===== config.mk =====
export PLATFORM = sky130hd
export DESIGN_NAME = sbus_cpu
export DESIGN_NICKNAME = d
export VERILOG_FILES = /design/src/rtl/sbus_pkg.sv /design/src/rtl/sbus_step_seq.sv /design/src/rtl/sbus_ctrl_dec.sv /design/src/rtl/sbus_datapath.sv /design/src/rtl/sbus_cpu.sv
export SDC_FILE = /design/constraint.sdc
export NUM_CORES = 1
export LEC_CHECK = 0
export ABC_AREA = 0
export BUFFER_PORTS_ARGS = -buffer_cell sky130_fd_sc_hd__buf_2
export CELL_PAD_IN_SITES_DETAIL_PLACEMENT = 1
export CELL_PAD_IN_SITES_GLOBAL_PLACEMENT = 1
export CORE_MARGIN = 4
export CORE_UTILIZATION = 50
export CTS_CLUSTER_DIAMETER = 150
export DETAILED_ROUTE_END_ITERATION = 8
export PLACE_DENSITY_LB_ADDON = 0.1
export SYNTH_ARGS = -nofsm -noshare
export SYNTH_HDL_FRONTEND = slang
export SYNTH_SLANG_ARGS = --single-unit

===== constraint.sdc =====
create_clock -name clk -period 8.97 [get_ports clk]
set_clock_uncertainty 0.15 [all_clocks]
set_input_delay 0 -clock clk [delete_from_list [all_inputs] [get_ports clk]]
set_output_delay 0 -clock clk [all_outputs]
set_load 0.05 [all_outputs]

===== src/rtl/sbus_pkg.sv =====
package sbus_pkg;

  localparam int LAST_STEP = 7;

  localparam int SRC_PC  = 0;
  localparam int SRC_Z   = 1;
  localparam int SRC_MDR = 2;
  localparam int SRC_R1  = 3;
  localparam int SRC_OFS = 4;
  localparam int N_SRC   = 5;

  typedef struct packed {
    logic pc_out;
    logic z_out;
    logic mdr_out;
    logic r1_out;
    logic ofs_out;
    logic pc_in;
    logic mar_in;
    logic y_in;
    logic z_in;
    logic ir_in;
    logic r1_in;
    logic rd;
    logic sel4;
    logic wmfc;
    logic fin;
  } ctrl_t;

endpackage


===== src/rtl/sbus_step_seq.sv =====
module sbus_step_seq #(
  parameter int STEP_W = 3
) (
  input  logic              clk,
  input  logic              rst_n,
  input  logic              adv,
  input  logic              fin,
  output logic [STEP_W-1:0] step
);

  localparam logic [STEP_W-1:0] FIRST = STEP_W'(1);

  logic [STEP_W-1:0] step_q;
  logic [STEP_W-1:0] step_d;

  always_comb begin
    step_d = step_q;
    if (adv) begin
      if (fin) step_d = FIRST;
      else     step_d = step_q + STEP_W'(1);
    end
  end

  always_ff @(posedge clk or negedge rst_n) begin
    if (!rst_n) step_q <= FIRST;
    else        step_q <= step_d;
  end

  assign step = step_q;

endmodule


===== src/rtl/sbus_ctrl_dec.sv =====
module sbus_ctrl_dec
  import sbus_pkg::*;
#(
  parameter int              STEP_W   = 3,
  parameter int              OPC_W    = 4,
  parameter logic [OPC_W-1:0] OPC_ADDI = 4'h1,
  parameter logic [OPC_W-1:0] OPC_ADDM = 4'h2
) (
  input  logic [STEP_W-1:0] step,
  input  logic [OPC_W-1:0]  opcode,
  output ctrl_t             ctrl
);

  localparam logic [STEP_W-1:0] S1 = STEP_W'(1);
  localparam logic [STEP_W-1:0] S2 = STEP_W'(2);
  localparam logic [STEP_W-1:0] S3 = STEP_W'(3);
  localparam logic [STEP_W-1:0] S4 = STEP_W'(4);
  localparam logic [STEP_W-1:0] S5 = STEP_W'(5);
  localparam logic [STEP_W-1:0] S6 = STEP_W'(6);
  localparam logic [STEP_W-1:0] S7 = STEP_W'(7);

  logic is_imm;
  logic is_mem;

  assign is_imm = (opcode == OPC_ADDI);
  assign is_mem = (opcode == OPC_ADDM);

  always_comb begin
    ctrl = '0;
    case (step)
      // fetch: address out, PC+4 formed in the adder
      S1: begin
        ctrl.pc_out = 1'b1;
        ctrl.mar_in = 1'b1;
        ctrl.rd     = 1'b1;
        ctrl.sel4   = 1'b1;
        ctrl.z_in   = 1'b1;
      end
      // fetch: PC+4 into PC and Y, hold for memory
      S2: begin
        ctrl.z_out = 1'b1;
        ctrl.pc_in = 1'b1;
        ctrl.y_in  = 1'b1;
        ctrl.wmfc  = 1'b1;
      end
      S3: begin
        ctrl.mdr_out = 1'b1;
        ctrl.ir_in   = 1'b1;
      end
      S4: begin
        if (is_imm) begin
          ctrl.ofs_out = 1'b1;
          ctrl.y_in    = 1'b1;
        end else if (is_mem) begin
          ctrl.ofs_out = 1'b1;
          ctrl.mar_in  = 1'b1;
          ctrl.rd      = 1'b1;
        end else begin
          ctrl.fin = 1'b1;
        end
      end
      S5: begin
        if (is_imm) begin
          ctrl.r1_out = 1'b1;
          ctrl.z_in   = 1'b1;
        end else if (is_mem) begin
          ctrl.r1_out = 1'b1;
          ctrl.y_in   = 1'b1;
          ctrl.wmfc   = 1'b1;
        end else begin
          ctrl.fin = 1'b1;
        end
      end
      S6: begin
        if (is_imm) begin
          ctrl.z_out = 1'b1;
          ctrl.r1_in = 1'b1;
          ctrl.fin   = 1'b1;
        end else if (is_mem) begin
          ctrl.mdr_out = 1'b1;
          ctrl.z_in    = 1'b1;
        end else begin
          ctrl.fin = 1'b1;
        end
      end
      S7: begin
        if (is_mem) begin
          ctrl.z_out = 1'b1;
          ctrl.r1_in = 1'b1;
        end
        ctrl.fin = 1'b1;
      end
      default: ctrl.fin = 1'b1;
    endcase
  end

endmodule


===== src/rtl/sbus_datapath.sv =====
module sbus_datapath
  import sbus_pkg::*;
#(
  parameter int DATA_W  = 32,
  parameter int INSTR_W = 16,
  parameter int OPC_W   = 4,
  parameter int OFS_W   = 12,
  parameter int PC_STEP = 4
) (
  input  logic              clk,
  input  logic              rst_n,
  input  logic [N_SRC-1:0]  bus_src,
  input  logic              ld_pc,
  input  logic              ld_mar,
  input  logic              ld_y,
  input  logic              ld_z,
  input  logic              ld_ir,
  input  logic              ld_r1,
  input  logic              sel4,
  input  logic [DATA_W-1:0] mem_rdata,
  input  logic              mem_done,
  output logic [OPC_W-1:0]  opcode,
  output logic [DATA_W-1:0] mar_o,
  output logic [DATA_W-1:0] r1_o
);

  localparam int PAD_W = DATA_W - OFS_W;

  logic [DATA_W-1:0]  pc_q, mar_q, mdr_q, y_q, z_q, r1_q;
  logic [INSTR_W-1:0] ir_q;
  logic [DATA_W-1:0]  src_val [N_SRC];
  logic [DATA_W-1:0]  bus;
  logic [DATA_W-1:0]  alu_a;
  logic [DATA_W-1:0]  sum;

  assign src_val[SRC_PC]  = pc_q;
  assign src_val[SRC_Z]   = z_q;
  assign src_val[SRC_MDR] = mdr_q;
  assign src_val[SRC_R1]  = r1_q;
  assign src_val[SRC_OFS] = {{PAD_W{1'b0}}, ir_q[OFS_W-1:0]};

  // AND-OR bus: each source gated by its one-hot enable
  always_comb begin
    bus = '0;
    for (int i = 0; i < N_SRC; i++) begin
      bus = bus | (src_val[i] & {DATA_W{bus_src[i]}});
    end
  end

  assign alu_a = sel4 ? DATA_W'(PC_STEP) : y_q;
  assign sum   = alu_a + bus;

  always_ff @(posedge clk or negedge rst_n) begin
    if (!rst_n)     pc_q <= '0;
    else if (ld_pc) pc_q <= bus;
  end

  always_ff @(posedge clk or negedge rst_n) begin
    if (!rst_n)      mar_q <= '0;
    else if (ld_mar) mar_q <= bus;
  end

  always_ff @(posedge clk or negedge rst_n) begin
    if (!rst_n)        mdr_q <= '0;
    else if (mem_done) mdr_q <= mem_rdata;
  end

  always_ff @(posedge clk or negedge rst_n) begin
    if (!rst_n)    y_q <= '0;
    else if (ld_y) y_q <= bus;
  end

  always_ff @(posedge clk or negedge rst_n) begin
    if (!rst_n)    z_q <= '0;
    else if (ld_z) z_q <= sum;
  end

  always_ff @(posedge clk or negedge rst_n) begin
    if (!rst_n)     ir_q <= '0;
    else if (ld_ir) ir_q <= bus[INSTR_W-1:0];
  end

  always_ff @(posedge clk or negedge rst_n) begin
    if (!rst_n)     r1_q <= '0;
    else if (ld_r1) r1_q <= bus;
  end

  assign opcode = ir_q[INSTR_W-1 -: OPC_W];
  assign mar_o  = mar_q;
  assign r1_o   = r1_q;

endmodule


===== src/rtl/sbus_cpu.sv =====
module sbus_cpu
  import sbus_pkg::*;
#(
  parameter int              DATA_W   = 32,
  parameter int              INSTR_W  = 16,
  parameter int              OPC_W    = 4,
  parameter int              OFS_W    = 12,
  parameter int              PC_STEP  = 4,
  parameter logic [OPC_W-1:0] OPC_ADDI = 4'h1,
  parameter logic [OPC_W-1:0] OPC_ADDM = 4'h2
) (
  input  logic              clk,
  input  logic              rst_n,
  output logic [DATA_W-1:0] mem_addr,
  output logic              mem_rd,
  input  logic [DATA_W-1:0] mem_rdata,
  input  logic              mem_done,
  output logic [DATA_W-1:0] r1,
  output logic              instr_done
);

  localparam int STEP_W = $clog2(LAST_STEP + 1);

  ctrl_t             ctrl;
  logic              adv;
  logic [STEP_W-1:0] step;
  logic [OPC_W-1:0]  opcode;
  logic [N_SRC-1:0]  bus_src;
  logic              rd_q;
  logic              done_q;

  // a waiting step holds until memory completes
  assign adv = ~(ctrl.wmfc & ~mem_done);

  always_comb begin
    bus_src          = '0;
    bus_src[SRC_PC]  = ctrl.pc_out;
    bus_src[SRC_Z]   = ctrl.z_out;
    bus_src[SRC_MDR] = ctrl.mdr_out;
    bus_src[SRC_R1]  = ctrl.r1_out;
    bus_src[SRC_OFS] = ctrl.ofs_out;
  end

  sbus_step_seq #(
    .STEP_W (STEP_W)
  ) u_seq (
    .clk   (clk),
    .rst_n (rst_n),
    .adv   (adv),
    .fin   (ctrl.fin),
    .step  (step)
  );

  sbus_ctrl_dec #(
    .STEP_W   (STEP_W),
    .OPC_W    (OPC_W),
    .OPC_ADDI (OPC_ADDI),
    .OPC_ADDM (OPC_ADDM)
  ) u_dec (
    .step   (step),
    .opcode (opcode),
    .ctrl   (ctrl)
  );

  sbus_datapath #(
    .DATA_W  (DATA_W),
    .INSTR_W (INSTR_W),
    .OPC_W   (OPC_W),
    .OFS_W   (OFS_W),
    .PC_STEP (PC_STEP)
  ) u_dp (
    .clk       (clk),
    .rst_n     (rst_n),
    .bus_src   (bus_src),
    .ld_pc     (ctrl.pc_in  & adv),
    .ld_mar    (ctrl.mar_in & adv),
    .ld_y      (ctrl.y_in   & adv),
    .ld_z      (ctrl.z_in   & adv),
    .ld_ir     (ctrl.ir_in  & adv),
    .ld_r1     (ctrl.r1_in  & adv),
    .sel4      (ctrl.sel4),
    .mem_rdata (mem_rdata),
    .mem_done  (mem_done),
    .opcode    (opcode),
    .mar_o     (mem_addr),
    .r1_o      (r1)
  );

  // request goes out the cycle after MAR is loaded
  always_ff @(posedge clk or negedge rst_n) begin
    if (!rst_n) rd_q <= 1'b0;
    else        rd_q <= ctrl.rd & adv;
  end

  always_ff @(posedge clk or negedge rst_n) begin
    if (!rst_n) done_q <= 1'b0;
    else        done_q <= ctrl.fin & adv;
  end

  assign mem_rd     = rd_q;
  assign instr_done = done_q;

endmodule


* Word level (Yosys, flattened, before mapping)
Cells that the tools add are included.
Word-level totals: input bits 35, latch bits 0, bits in registers 213, RAM bits 0, memories 0, memory bits (read-only) 0
Cells by class: equality and inequality tests 9, multiplexer cells 23, div/mod/pow operators 0, bitwise logic cells 19, $add $sub $neg 2, reduce and logical (&&, ||, !) cells 1, $lt $le $gt $ge 0, shift operators 0, multiply operators 0
Operators with widths (number):
- $and 32x32->32 | 4
- $or 32x32->32 | 4
- $add 32x32->32 | 1
- $and 12x32->32 | 1
- $mux 32 | 1
- $eq 3x3->1 const B | 4
- $mux 1 | 12
- $pmux 1 s3 | 3
- $and 1x1->1 | 8
- $pmux 1 s2 | 4
- $eq 3x2->1 const B | 2
- $eq 4x1->1 const B | 1
- $eq 4x2->1 const B | 1
- $pmux 1 s4 | 1
- $add 3x1->3 const B | 1
- $eq 3x1->1 const B | 1
- $mux 3 | 1
- $reduce_or 3->1 | 1
- $mux 2 | 1
- $not 1->1 | 2

* Logic depth before layout (Yosys ltp)
Gate-level depths: netlist of run 1.
depth in word-level cells 9, depth in mapped cells 19, mapped depth without buffers 18

* By module
From an unflattened synthesis of run 1, not the netlist that was laid out.
Second synthesis, totals: cells, all modules 1087, area, all modules 10817.9 µm²
By module, submodules not included:
- sbus_datapath | seq. area each 5205.0 µm², cells an instance 1030, area an instance 10316.1 µm², times used 1
- sbus_ctrl_dec | seq. area each 0.0 µm², cells an instance 31, area an instance 205.2 µm², times used 1
- sbus_step_seq | seq. area each 76.3 µm², cells an instance 14, area an instance 151.4 µm², times used 1
- sbus_cpu | seq. area each 50.0 µm², cells an instance 12, area an instance 145.1 µm², times used 1

* Least setup slack after synthesis of run 1
OpenSTA, ideal clock, no wires.
path type register -> register, start point register u_seq.step_q[1] (netlist: u_seq.step[1]), end point register u_dp.z_q[26], slack 4.864 ns, library setup time 0.132 ns, period minus slack after synthesis 4.106 ns, data required time 8.688 ns, stages on the path, launching flop included 19, arrival 3.825 ns, cell sequence dfrtp_1 -> inv_1 -> ha_1 -> inv_1 -> nor2_1 -> clkbuf_1 -> a222oi_1 -> nand2_1 -> a21oi_1 -> inv_1 -> ha_1 -> fa_1 -> a21o_1 -> a221o_1 -> o221ai_1 -> nand3_1 -> a211oi_2 -> xor2_1 -> o21ai_1
Between the ends: longest elaborated chain between the ends 8
RTL lines:
- start, declared | RTL line sbus_step_seq.sv:13 | logic [STEP_W-1:0] step_q;
- start signal, assigned | RTL line sbus_step_seq.sv:26 | else step_q <= step_d;
- $eq 3x3->1 (tied with other cells) | RTL line sbus_ctrl_dec.sv:30 | case (step)
- $pmux 1 s3 / $mux 1 (equally long branches) | RTL line sbus_ctrl_dec.sv:30
- $and 32x32->32 | RTL line sbus_datapath.sv:46 | bus = bus | (src_val[i] & {DATA_W{bus_src[i]}});
- $or 32x32->32 (3 in series) | RTL line sbus_datapath.sv:46
- $or 32x32->32 (*) | RTL line sbus_datapath.sv:46
- net u_dp.bus[0] | RTL line sbus_datapath.sv:32 | logic [DATA_W-1:0] bus;
- $add 32x32->32 (*) | RTL line sbus_datapath.sv:51 | assign sum = alu_a + bus;
- end signal, assigned | RTL line sbus_datapath.sv:75 | else if (ld_z) z_q <= sum;
- end, declared | RTL line sbus_datapath.sv:29 | logic [DATA_W-1:0] pc_q, mar_q, mdr_q, y_q, z_q, r1_q;
Mark *: on every way through the listed nets, which the timed path passes. The rest lies on a longest branch. A chain may end at the register's enable or synchronous reset.

* Worst setup path in the final report of run 1
start point register u_seq.step_q[0] (netlist: u_seq.step[0]), end point register u_dp.z_q[28]
Same word-level chain as after synthesis.

==> results by group, run 1 <==
Outcome
  • Outcome: completed

Synth
  • Syn_nets: 1215
  • Seq/Total Area, Yosys: 0.498
  • Syn Inst Count: 1142
  • Post-Syn Area: 10700 um2
  • Ys Warns: 0
  • Syn_area_per_cell: 9.37 um2
  • Synth Flop Type: dfrtp_1
  • EDFF count, synth: 0
  • FF+latch count, synth: 213
  • Ys async rst share: 1.00
  • Yosys cell types: 68

Drt
  • Max layer used: met4
  • Post-route ant nets: 0
  • Wire length per cell: 21.7 um
  • Met3 wire length: 2.01 mm
  • Met1 WL: 16.0 mm
  • Via Count: 9168
  • Metal2 WL: 15.0 mm
  • # DRC: 0
  • DRT Pass-1 Iters: 5
  • Routed vias/inst: 5.95
  • DR iter-0 viols: 807
  • Total Wirelength: 33.5 mm

Global routing
  • Pin count of the biggest net entering global routing: 76
  • All-Layer GR Usage: 0.283
  • Gr ovfl total: 0
  • Vias in the first global route: 9510
  • Global-route wire length before repair: 54.0 mm
  • Initial antenna violation count: 0

Setup path
  • WP data arrival: 5460 ps
  • Worst setup path start: u_seq.step[0]$_DFFE_PN1N_
  • CP cell instances: ha_1, ha_1, nand2_1, o2bb2a_1, o31ai_4, buf_4, nand2_1, nand2_1, a21oi_1, inv_1, ha_1, fa_1, a21o_1, a221o_1, nor3b_2, o31ai_1, a211oi_1, xor2_1, o21ai_1
  • WP buf/inv: 2
  • Setup crit end kind: flop
  • CP peak stage delay: 590 ps
  • Slowest-stage cell, CP: o31ai_1
  • Crit path max fanout: 19
  • Worst r2r src: u_seq.step[0]$_DFFE_PN1N_
  • Crit Path Class: flop to flop
  • Worst Path Required: 9260 ps
  • Crit path max-delay family: compound AO/OA/AOI/OAI gates
  • CP startpoint kind: flop

Layout
  • Most frequent cells in the layout: nand2_1 (222), dfrtp_1 (212), o21ai_0 (158)
  • Area of the multi-input gates: 4950 um2
  • Layout Area Growth over Synthesis: 17.8%
  • Register Area: 5330 um2
  • Layout cells sized above 1: 0.164
  • # fillers: 2390
  • Antenna diodes: 0
  • Post-layout nets: 1324
  • Final cell utilization of the core: 0.600
  • Commonest non-fill, non-tap cell in the layout: nand2_1

Power
  • Power per cell area: 321 nW/um2
  • Peak VDD IR: 0.158 mV
  • Leakage Power: 6.09 nW

Clock tree
  • Hold bufs inserted after CTS: 35
  • Post-CTS Setup Repair Bufs: 0
  • CTS tree: yes
  • Num Clock Sinks: 213
  • Total CTS buffers: 24
  • Clk_lat worst skew: 530 ps
  • H-tree depth: 1
  • Bufs on Longest Clock Path: 3
  • Clock transition at path regs: 60 ps
  • Post-CTS sizing: 0
  • Root buf cell: clkbuf_16

STA
  • RSZ-0062 raised after global routing: false
  • Peak Freq: 0.193 GHz
  • Max-slew violation count: 0
  • Fin crit period: 5170 ps
  • Final Hold Vio Count: 0
  • Tcrit/Tclk final: 0.577
  • Rel. slew slack: 0.258
  • Final setup violation count: 0
  • Total negative slack: 0 ps
  • Worst-Margin Slew: 1110 ps

Placement
  • DP HPWL: 22.7 mm
  • RePlAce Congestion: 0.894
  • Port buffer count: 100

Floorplan
  • Initial Utilization: 0.509
  • # IOs: 101
  • DIE AREA: 23800 um2
  • Die W: 154 um
  • Vert. Die Dim: 154 um
  • Core area: 21000 um2
  • Row cnt: 53

Min path
  • HP Class: input pin to flop
  • Hold Path Origin: mem_done

Flow run
  • Max_cap viols: 0
[worst min-delay path: stages]
cell	delay [ps]
buf_2	100
buf_4	310
mux2_2	300
[cell type report]
| cell class | count | share of cell area |
|---|---|---|
| Sequential cell | 213 | 0.423 |
| Multi-Input combinational cell | 815 | 0.393 |
| Timing Repair Buffer | 154 | 0.0810 |
| Clock buffer | 35 | 0.0557 |
| Tap cell | 275 | 0.0273 |
| Inverter | 43 | 0.0128 |
| Clock inverter | 7 | 0.00784 |
[through the flow]
step	worst slack, ps	std cells	instance area [um2]	power, mW	hold WS, ps
2_1_floorplan	4860	1142	10700	2.51	-446
3_3_place_gp	3990	1465	11400	2.96	-143
3_5_place_dp	3890	1465	11400	3.02	-139
4_1_cts	3810	1542	12600	4.05	40.4
5_1_grt	3320	1542	12600	4.31	60.8
6_report	3800	1542	12600	4.04	68.1
[layer usage]
metal | global-route usage | vias up
met3 | 0.0484 | 34
met1 | 0.429 | 4611
met4 | 0.0534 | 0
met2 | 0.433 | 275
met5 | 0 | -
li1 | - | 4248
[final timing paths]
path	endpoint	slack, ps	cells past startpoint
worst max-delay path	u_dp.z_q[28]$_DFFE_PN0P_	3800	19
worst min-delay path	u_dp.mdr_q[29]$_DFFE_PN0P_	70	3
worst max register to register	u_dp.z_q[28]$_DFFE_PN0P_	3800	19
worst min register to register	u_dp.y_q[21]$_DFFE_PN0P_	320	2
max in group asynchronous	u_dp.r1_o[23]$_DFFE_PN0P_	7330	4
min in group asynchronous	u_dp.pc_q[7]$_DFFE_PN0P_	470	4
[kinds of logic after synthesis]
family	synth area share
AO/OA/AOI/OAI	0.209
buffers and inverters	0.0429
adder cells (fa/ha/maj)	0.0451
XOR/XNOR	0.0221
flip-flops	0.498
multiplexers	0.0337
AND/OR/NAND/NOR	0.149
[state kept, by name, indices dropped and copies added, names as in the netlist]
| signal | cells |
|---|---|
| u_dp.pc_q | 32 |
| u_dp.y_q | 32 |
| u_dp.r1_o | 32 |
| u_dp.z_q | 32 |
| u_dp.mdr_q | 32 |
| u_seq.step | 3 |
| mem_rd | 1 |
| u_dp.mar_o | 32 |
| u_dp.ir_q | 16 |
| instr_done | 1 |
[cell usage after synthesis, types with 7 or more instances]
master | n | area share
a21boi_1 | 19 | 0.013
a222oi_1 | 32 | 0.030
nor3_1 | 7 | 0.0033
nand2_1 | 223 | 0.078
dfrtp_1 | 212 | 0.50
ha_1 | 37 | 0.043
a21oi_1 | 66 | 0.031
a21o_1 | 14 | 0.0098
clkbuf_1 | 40 | 0.014
o21ai_1 | 22 | 0.010
nor2_1 | 42 | 0.015
xor2_1 | 14 | 0.011
xnor2_1 | 13 | 0.011
nand4_1 | 10 | 0.0058
o21ai_0 | 158 | 0.074
mux2_2 | 32 | 0.034
and2_1 | 33 | 0.019
inv_1 | 42 | 0.015
buf_2 | 25 | 0.012
nand3_1 | 15 | 0.0070
[power breakdown]
group	internal (mW)	total (mW)	switching (mW)
sequential	1.23	1.41	0.184
clock	0.599	0.997	0.399
combinational	0.481	1.63	1.15
Power figures use the tool's default switching activity.
==> run 2, diff against run 1 <==
--- a/config.mk
+++ b/config.mk
@@ -10,7 +10,7 @@
 export CELL_PAD_IN_SITES_DETAIL_PLACEMENT = 1
 export CELL_PAD_IN_SITES_GLOBAL_PLACEMENT = 1
 export CORE_MARGIN = 4
-export CORE_UTILIZATION = 50
+export CORE_UTILIZATION = 46
 export CTS_CLUSTER_DIAMETER = 150
 export DETAILED_ROUTE_END_ITERATION = 8
 export PLACE_DENSITY_LB_ADDON = 0.1
==> constraint.sdc (replaced) <==
create_clock -name clk -period 4.87 [get_ports clk]
set_clock_uncertainty 0.15 [all_clocks]
set_input_delay 0 -clock clk [delete_from_list [all_inputs] [get_ports clk]]
set_output_delay 0 -clock clk [all_outputs]
set_load 0.05 [all_outputs]
==> run 2 against run 1 <==
Clock power increased by 87%; core utilization decreased by 3.5 points; register-to-register slack got worse by 3600 ps; the flow now finishes with violations (negative hold slack); combinational power increased by 96%; first-iteration DRC count increased by 5.3%; die area increased by 8.2%; sequential cell count unchanged; critical path type unchanged; critical endpoint unchanged; clock-buffer cell count decreased by 5.
==> results by group, run 2 (synthesis gave the netlist of run 1 again) <==
Clock tree
  • Num Clock Sinks: 213 (unchanged)
  • Clock transition at path regs: 60 ps (about the same)
  • Bufs on Longest Clock Path: 3 (unchanged)
  • Root buf cell: clkbuf_16 (unchanged)
  • Total CTS buffers: 25 (was 24)
  • Clk_lat worst skew: 510 ps (was 530 ps)
  • CTS tree: yes (unchanged)
  • H-tree depth: 1 (unchanged)

Global routing
  • GR peak layer: met1 (was met2)
  • Gr ovfl total: 0 (unchanged)
  • Vias in the first global route: 9392 (was 9510)
  • GR Util met1: 0.411 (was 0.429)
  • All-Layer GR Usage: 0.269 (was 0.283)
  • Initial antenna violation count: 1 (was 0)
  • Global-route wire length before repair: 55.4 mm (was 54.0 mm)
  • Pin count of the biggest net entering global routing: 100 (was 76)
  • Met3 usage in global routing: 0.0523 (was 0.0484)
  • Met2 Use GR: 0.403 (was 0.433)

Flow run
  • Max_cap viols: 0 (unchanged)

Floorplan
  • Die W: 161 um (was 154 um)
  • DIE AREA: 25800 um2 (was 23800 um2)
  • # IOs: 101 (unchanged)
  • Initial Utilization: 0.470 (was 0.509)
  • Core area: 22800 um2 (was 21000 um2)
  • Row cnt: 55 (was 53)
  • Vert. Die Dim: 161 um (was 154 um)

STA
  • Tcrit/Tclk final: 0.958 (was 0.577)
  • Rel. slew slack: 0.240 (was 0.258)
  • RSZ-0062 raised after global routing: true (was false)
  • PnR worst setup slack: 203 ps (was 3800 ps)
  • Max-slew violation count: 0 (unchanged)
  • Worst-Margin Slew: 1140 ps (was 1110 ps)
  • Final setup violation count: 0 (unchanged)
  • Fin crit period: 4670 ps (was 5170 ps)
  • Worst hold slack: -48.9 ps (was 68.1 ps)
  • Peak Freq: 0.214 GHz (was 0.193 GHz)
  • Final Hold Vio Count: 32 (was 0)

Placement
  • Port buffer count: 100 (unchanged)
  • Post-Place Cells: 1527 (was 1465)
  • DP HPWL: 24.4 mm (was 22.7 mm)
  • RePlAce Congestion: 0.899 (was 0.894)
  • Post-place setup slack: 99.6 ps (was 3890 ps)

Drt
  • Routed vias/inst: 5.73 (was 5.95)
  • # DRC: 0 (unchanged)
  • Via Count: 9193 (was 9168)
  • DR iter-0 viols: 850 (was 807)
  • DRT Pass-1 Iters: 6 (was 5)
  • Wire length per cell: 21.7 um (about the same)
  • Total Wirelength: 34.8 mm (was 33.5 mm)
  • Post-route ant nets: 0 (unchanged)

Setup path
  • WP buf/inv: 2 (unchanged)
  • Worst Path Required: 5100 ps (was 9260 ps)
  • Crit path max fanout: 8 (was 19)
  • Slowest-stage cell, CP: dfstp_2 (was o31ai_1)
  • Setup crit end kind: flop (unchanged)
  • CP cell instances: ha_1, ha_1, nand2_1, o2bb2a_1, o31ai_4, buf_4, nand2_1, nand2_1, a21oi_1, inv_1, ha_1, and3_1, a221o_1, nor3b_2, o31ai_1, a211oi_1, xor2_1, o21ai_1 (was ha_1, ha_1, nand2_1, o2bb2a_1, o31ai_4, buf_4, nand2_1, nand2_1, a21oi_1, inv_1, ha_1, fa_1, a21o_1, a221o_1, nor3b_2, o31ai_1, a211oi_1, xor2_1, o21ai_1)
  • Crit path max-delay family: compound AO/OA/AOI/OAI gates (unchanged)
  • Crit Path Class: flop to flop (unchanged)
  • CP peak stage delay: 580 ps (was 590 ps)
  • CP startpoint kind: flop (unchanged)
  • WP data arrival: 4890 ps (was 5460 ps)

Layout
  • Final non-filler cell total: 1603 (was 1542)
  • Most frequent cells in the layout: nand2_1 (222), dfrtp_1 (212), o21ai_0 (158) (unchanged)
  • Commonest non-fill, non-tap cell in the layout: nand2_1 (unchanged)
  • Layout cells sized above 1: 0.190 (was 0.164)
  • Post-layout nets: 1348 (was 1324)
  • Final cell utilization of the core: 0.565 (was 0.600)
  • Antenna diodes: 0 (unchanged)
  • # fillers: 2614 (was 2390)
  • Layout Area Growth over Synthesis: 20.2% (was 17.8%)

Power
  • Power per cell area: 593 nW/um2 (was 321 nW/um2)
  • Leakage Power: 6.21 nW (was 6.09 nW)
  • Net Sw Power: 3.29 mW (was 1.73 mW)
  • Internal: 4.35 mW (was 2.31 mW)
  • Sequential Power Share: 0.339 (was 0.350)
  • Power, Total: 7.63 mW (was 4.04 mW)
  • Sw Ratio: 0.431 (was 0.428)
  • Logic pwr share: 0.418 (was 0.404)
  • Clock Power Share: 0.243 (was 0.247)
  • Peak VDD IR: 0.366 mV (was 0.158 mV)

Outcome
  • Outcome: finished with violations (was completed)
  • Failing checks: negative hold slack

Min path
  • HP Class: input pin to async pin (was input pin to flop)
==> run 2: changes by cell type in the layout (fill, tap and decap cells not counted), moves of 2 or more <==
cell,previous run,this run
a21boi_1,19,16
a21boi_2,0,2
a21oi_1,66,58
a21oi_2,0,8
buf_4,19,44
clkbuf_8,6,1
clkinv_2,3,6
==> run 2: area by class of cell <==
type,instances,area (um2),share of cell area
Sequential cell,213,5330,0.414
Multi-Input combinational cell,815,5010,0.390
Timing Repair Buffer,177,1170,0.0910
Clock buffer,30,654,0.0509
Inverter,43,161,0.0125
Tap cell,313,392,0.0304
Clock inverter,12,144,0.0112
==> run 2: path summary, 6_finish.rpt <==
path                                      startpoint                          to  slack [ps]  cells after the start
max in group asynchronous                      rst_n    u_dp.ir_q[0]$_DFFE_PN0P_        3250                      3
setup reg to reg           u_seq.step[0]$_DFFE_PN1N_    u_dp.z_q[28]$_DFFE_PN0P_         200                     18
min in group clk                       mem_rdata[29]  u_dp.mdr_q[29]$_DFFE_PN0P_         100                      3
hold reg to reg              u_dp.z_q[0]$_DFFE_PN0P_     u_dp.z_q[0]$_DFFE_PN0P_         320                      2
hold / removal                                 rst_n   u_dp.mar_o[4]$_DFFE_PN0P_         -50                      2
setup / recovery           u_seq.step[0]$_DFFE_PN1N_    u_dp.z_q[28]$_DFFE_PN0P_         200                     18
==> run 2: power groups by stage <==
stage | logic [mW] | clock network [mW] | registers (mW)
final | 3.19 | 1.86 | 2.59
after global routing | 3.52 | 1.98 | 2.64
after CTS | 3.16 | 1.89 | 2.58
after detailed placement | 3.12 | 0 | 2.60
after global placement | 3.04 | 0 | 2.58
after floorplan | 1.80 | 0 | 2.82
==> run 2: layer usage <==
metal  vias up  share of wire
li1       4292              -
met4         2          0.015
met2       225           0.44
met1      4629           0.48
met5         -        0.00037
met3        45          0.066
==> run 2: worst register-to-register path, delay by kind of cell, from the launching register on <==
kind	cells	cell delay, ps
AOI/OAI and AO/OA	7	1920
xor gates and xnor gates	1	180
adders and majority gates	3	720
buffers and inverters	2	380
DFF	1	580
and+or+nand+nor	5	600
==> run 2: repair_timing <==
action,in CTS,in global routing
gates resized for setup,0,15
endpoints found under the setup margin,0,15
buffers inserted,0,1
hold endpoints to repair,129,0
hold buffers,33,0
==> run 2: per-stage QoR <==
stage / area (um2) / setup TNS (ps)
CTS: 12800 / 0
finish: 12900 / 0
global route: 12900 / -52.6
floorplan: 10700 / 0
global placement: 11700 / 0
detailed placement: 11700 / 0
==> run 3, diff against run 2 <==
--- a/config.mk
+++ b/config.mk
@@ -7,7 +7,7 @@
 export LEC_CHECK = 0
 export ABC_AREA = 0
 export BUFFER_PORTS_ARGS = -buffer_cell sky130_fd_sc_hd__buf_2
-export CELL_PAD_IN_SITES_DETAIL_PLACEMENT = 1
+export CELL_PAD_IN_SITES_DETAIL_PLACEMENT = 0
 export CELL_PAD_IN_SITES_GLOBAL_PLACEMENT = 1
 export CORE_MARGIN = 4
 export CORE_UTILIZATION = 46
==> run 3 against run 2 <==
The flow now finishes without violations; die area stayed put; final area is 0.72% higher; global-route usage is 2.1 points lower; sequential cell count stayed put; worst setup slack better by 100 ps; sequential power hardly changed; fmax is 2.3% higher; wire length is 8.1% lower; register-to-register slack better by 100 ps.
==> results by group, run 3 (synthesis gave the netlist of run 1 again) <==
STA
  • Total negative slack: 0 ps (unchanged)
  • Rel. slew slack: 0.302 (was 0.240)
  • RSZ-0062 raised after global routing: false (was true)
  • Final Hold Vio Count: 0 (was 32)
  • Worst-Margin Slew: 1050 ps (was 1140 ps)
  • Worst hold slack: 96.6 ps (was -48.9 ps)
  • Peak Freq: 0.219 GHz (was 0.214 GHz)
  • Tcrit/Tclk final: 0.937 (was 0.958)
  • Fin crit period: 4560 ps (was 4670 ps)
  • Max-slew violation count: 0 (unchanged)
  • PnR worst setup slack: 308 ps (was 203 ps)
  • Final setup violation count: 0 (unchanged)

Layout
  • Final cell utilization of the core: 0.569 (was 0.565)
  • Most frequent cells in the layout: nand2_1 (222), dfrtp_1 (212), o21ai_0 (158) (unchanged)
  • Post-layout nets: 1351 (was 1348)
  • Final Cell Area: 13000 um2 (was 12900 um2)
  • Area of the multi-input gates: 4980 um2 (was 5010 um2)
  • Final non-filler cell total: 1609 (was 1603)
  • Commonest non-fill, non-tap cell in the layout: nand2_1 (unchanged)
  • Antenna diodes: 0 (unchanged)
  • Register Area: 5330 um2 (unchanged)
  • Layout Area Growth over Synthesis: 21.1% (was 20.2%)
  • Layout cells sized above 1: 0.191 (was 0.190)
  • # fillers: 2059 (was 2614)

Outcome
  • Outcome: completed (was finished with violations)

Clock tree
  • Root buf cell: clkbuf_16 (unchanged)
  • Num Clock Sinks: 213 (unchanged)
  • CTS tree: yes (unchanged)
  • H-tree depth: 1 (unchanged)
  • Total CTS buffers: 25 (unchanged)
  • Clock transition at path regs: 60 ps (about the same)
  • Bufs on Longest Clock Path: 3 (unchanged)
  • Clk_lat worst skew: 520 ps (was 510 ps)

Placement
  • DP HPWL: 22.5 mm (was 24.4 mm)
  • Port buffer count: 100 (unchanged)
  • Post-Place Cells: 1527 (unchanged)
  • Post-place setup slack: 249 ps (was 99.6 ps)
  • RePlAce Congestion: 0.899 (unchanged)
  • DP Area: 11700 um2 (unchanged)

Drt
  • Wire length per cell: 19.9 um (was 21.7 um)
  • Post-route ant nets: 0 (unchanged)
  • DR iter-0 viols: 810 (was 850)
  • DRT Pass-1 Iters: 7 (was 6)
  • # DRC: 0 (unchanged)
  • Routed vias/inst: 5.57 (was 5.73)
  • Via Count: 8960 (was 9193)
  • Total Wirelength: 32.0 mm (was 34.8 mm)

Min path
  • HP Class: input pin to flop (was input pin to async pin)

Setup path
  • Worst Path Required: 5170 ps (was 5100 ps)
  • Crit Path Class: flop to flop (unchanged)
  • Crit path max fanout: 11 (was 8)
  • CP startpoint kind: flop (unchanged)
  • WP data arrival: 4860 ps (was 4890 ps)
  • Setup crit end kind: flop (unchanged)

Floorplan
  • # IOs: 101 (unchanged)
  • Row cnt: 55 (unchanged)
  • Die W: 161 um (unchanged)
  • DIE AREA: 25800 um2 (unchanged)
  • Initial Utilization: 0.470 (unchanged)
  • Core area: 22800 um2 (unchanged)
  • Vert. Die Dim: 161 um (unchanged)

Power
  • Power per cell area: 597 nW/um2 (was 593 nW/um2)
  • Peak VDD IR: 0.252 mV (was 0.366 mV)
  • Power, Total: 7.74 mW (was 7.63 mW)
  • Leakage Power: 6.25 nW (was 6.21 nW)

Global routing
  • Vias in the first global route: 8583 (was 9392)
  • Initial antenna violation count: 0 (was 1)
  • All-Layer GR Usage: 0.248 (was 0.269)
  • Gr ovfl total: 0 (unchanged)
  • Pin count of the biggest net entering global routing: 80 (was 100)
  • Global-route wire length before repair: 51.0 mm (was 55.4 mm)

Flow run
  • Max_cap viols: 0 (unchanged)
## run 3: cell count changes in the layout (fill, tap and decap cells not counted), sizes merged
cell | before | now
bufinv | 3 | 6
clkinvlp | 2 | 4
buf | 144 | 145
dlygate4sd3 | 33 | 35
clkinv | 7 | 6
clkbuf | 30 | 28
inv | 43 | 44
## run 3: final cells by class
type                       count  share of cell area
multi-input combinational    815               0.384
clock buffer                  28              0.0499
inverter                      43              0.0125
sequential                   213               0.411
clock inverter                17              0.0192
tap                          313              0.0302
timing repair buffer         180              0.0925
## run 3: where the power goes
part / switching, mW / internal, mW
sequential: 0.303 / 2.26
clock: 0.779 / 1.28
combinational: 2.15 / 0.968
total: 3.23 / 4.51
## run 3: repair_timing
| action | CTS | global route |
|---|---|---|
| gates resized for setup | 0 | 9 |
| hold buffers | 35 | 0 |
| setup buffers | 0 | 2 |
| setup endpoints to repair | 0 | 7 |
| hold endpoints to repair | 129 | 0 |
## run 3: path summary, 6_finish.rpt
kind | endpoint | start | slack, ps | depth (start not counted)
worst max register to register | u_dp.z_q[29]$_DFFE_PN0P_ | u_seq.step[0]$_DFFE_PN1N_ | 310 | 17
worst min register to register | u_dp.y_q[27]$_DFFE_PN0P_ | u_dp.y_q[27]$_DFFE_PN0P_ | 320 | 2
max in group asynchronous | u_dp.mdr_q[2]$_DFFE_PN0P_ | rst_n | 2400 | 4
worst max-delay path | u_dp.z_q[29]$_DFFE_PN0P_ | u_seq.step[0]$_DFFE_PN1N_ | 310 | 17
worst min-delay path | u_dp.mdr_q[2]$_DFFE_PN0P_ | mem_rdata[2] | 100 | 3
min in group asynchronous | u_dp.z_q[4]$_DFFE_PN0P_ | rst_n | 440 | 3
## run 3: worst max-delay path: stages, from the launching register on
cell	delay, ps
dfstp_2	570
inv_1	70
ha_1	330
o2bb2a_1	370
o31ai_4	130
buf_4	200
nand2_1	90
nand2_1	60
a21oi_1	440
inv_1	100
ha_1	400
nand2_1	100
a211oi_1	510
o2bb2ai_1	220
o22ai_1	100
buf_4	160
or4_1	400
nand3_1	90
## run 3: per-layer routing
layer,up-vias,GRT usage,share of wire
met5,-,0,0
met4,0,0.0407,0.013
met3,41,0.0416,0.061
met1,4383,0.409,0.52
li1,4298,-,-
met2,238,0.346,0.41
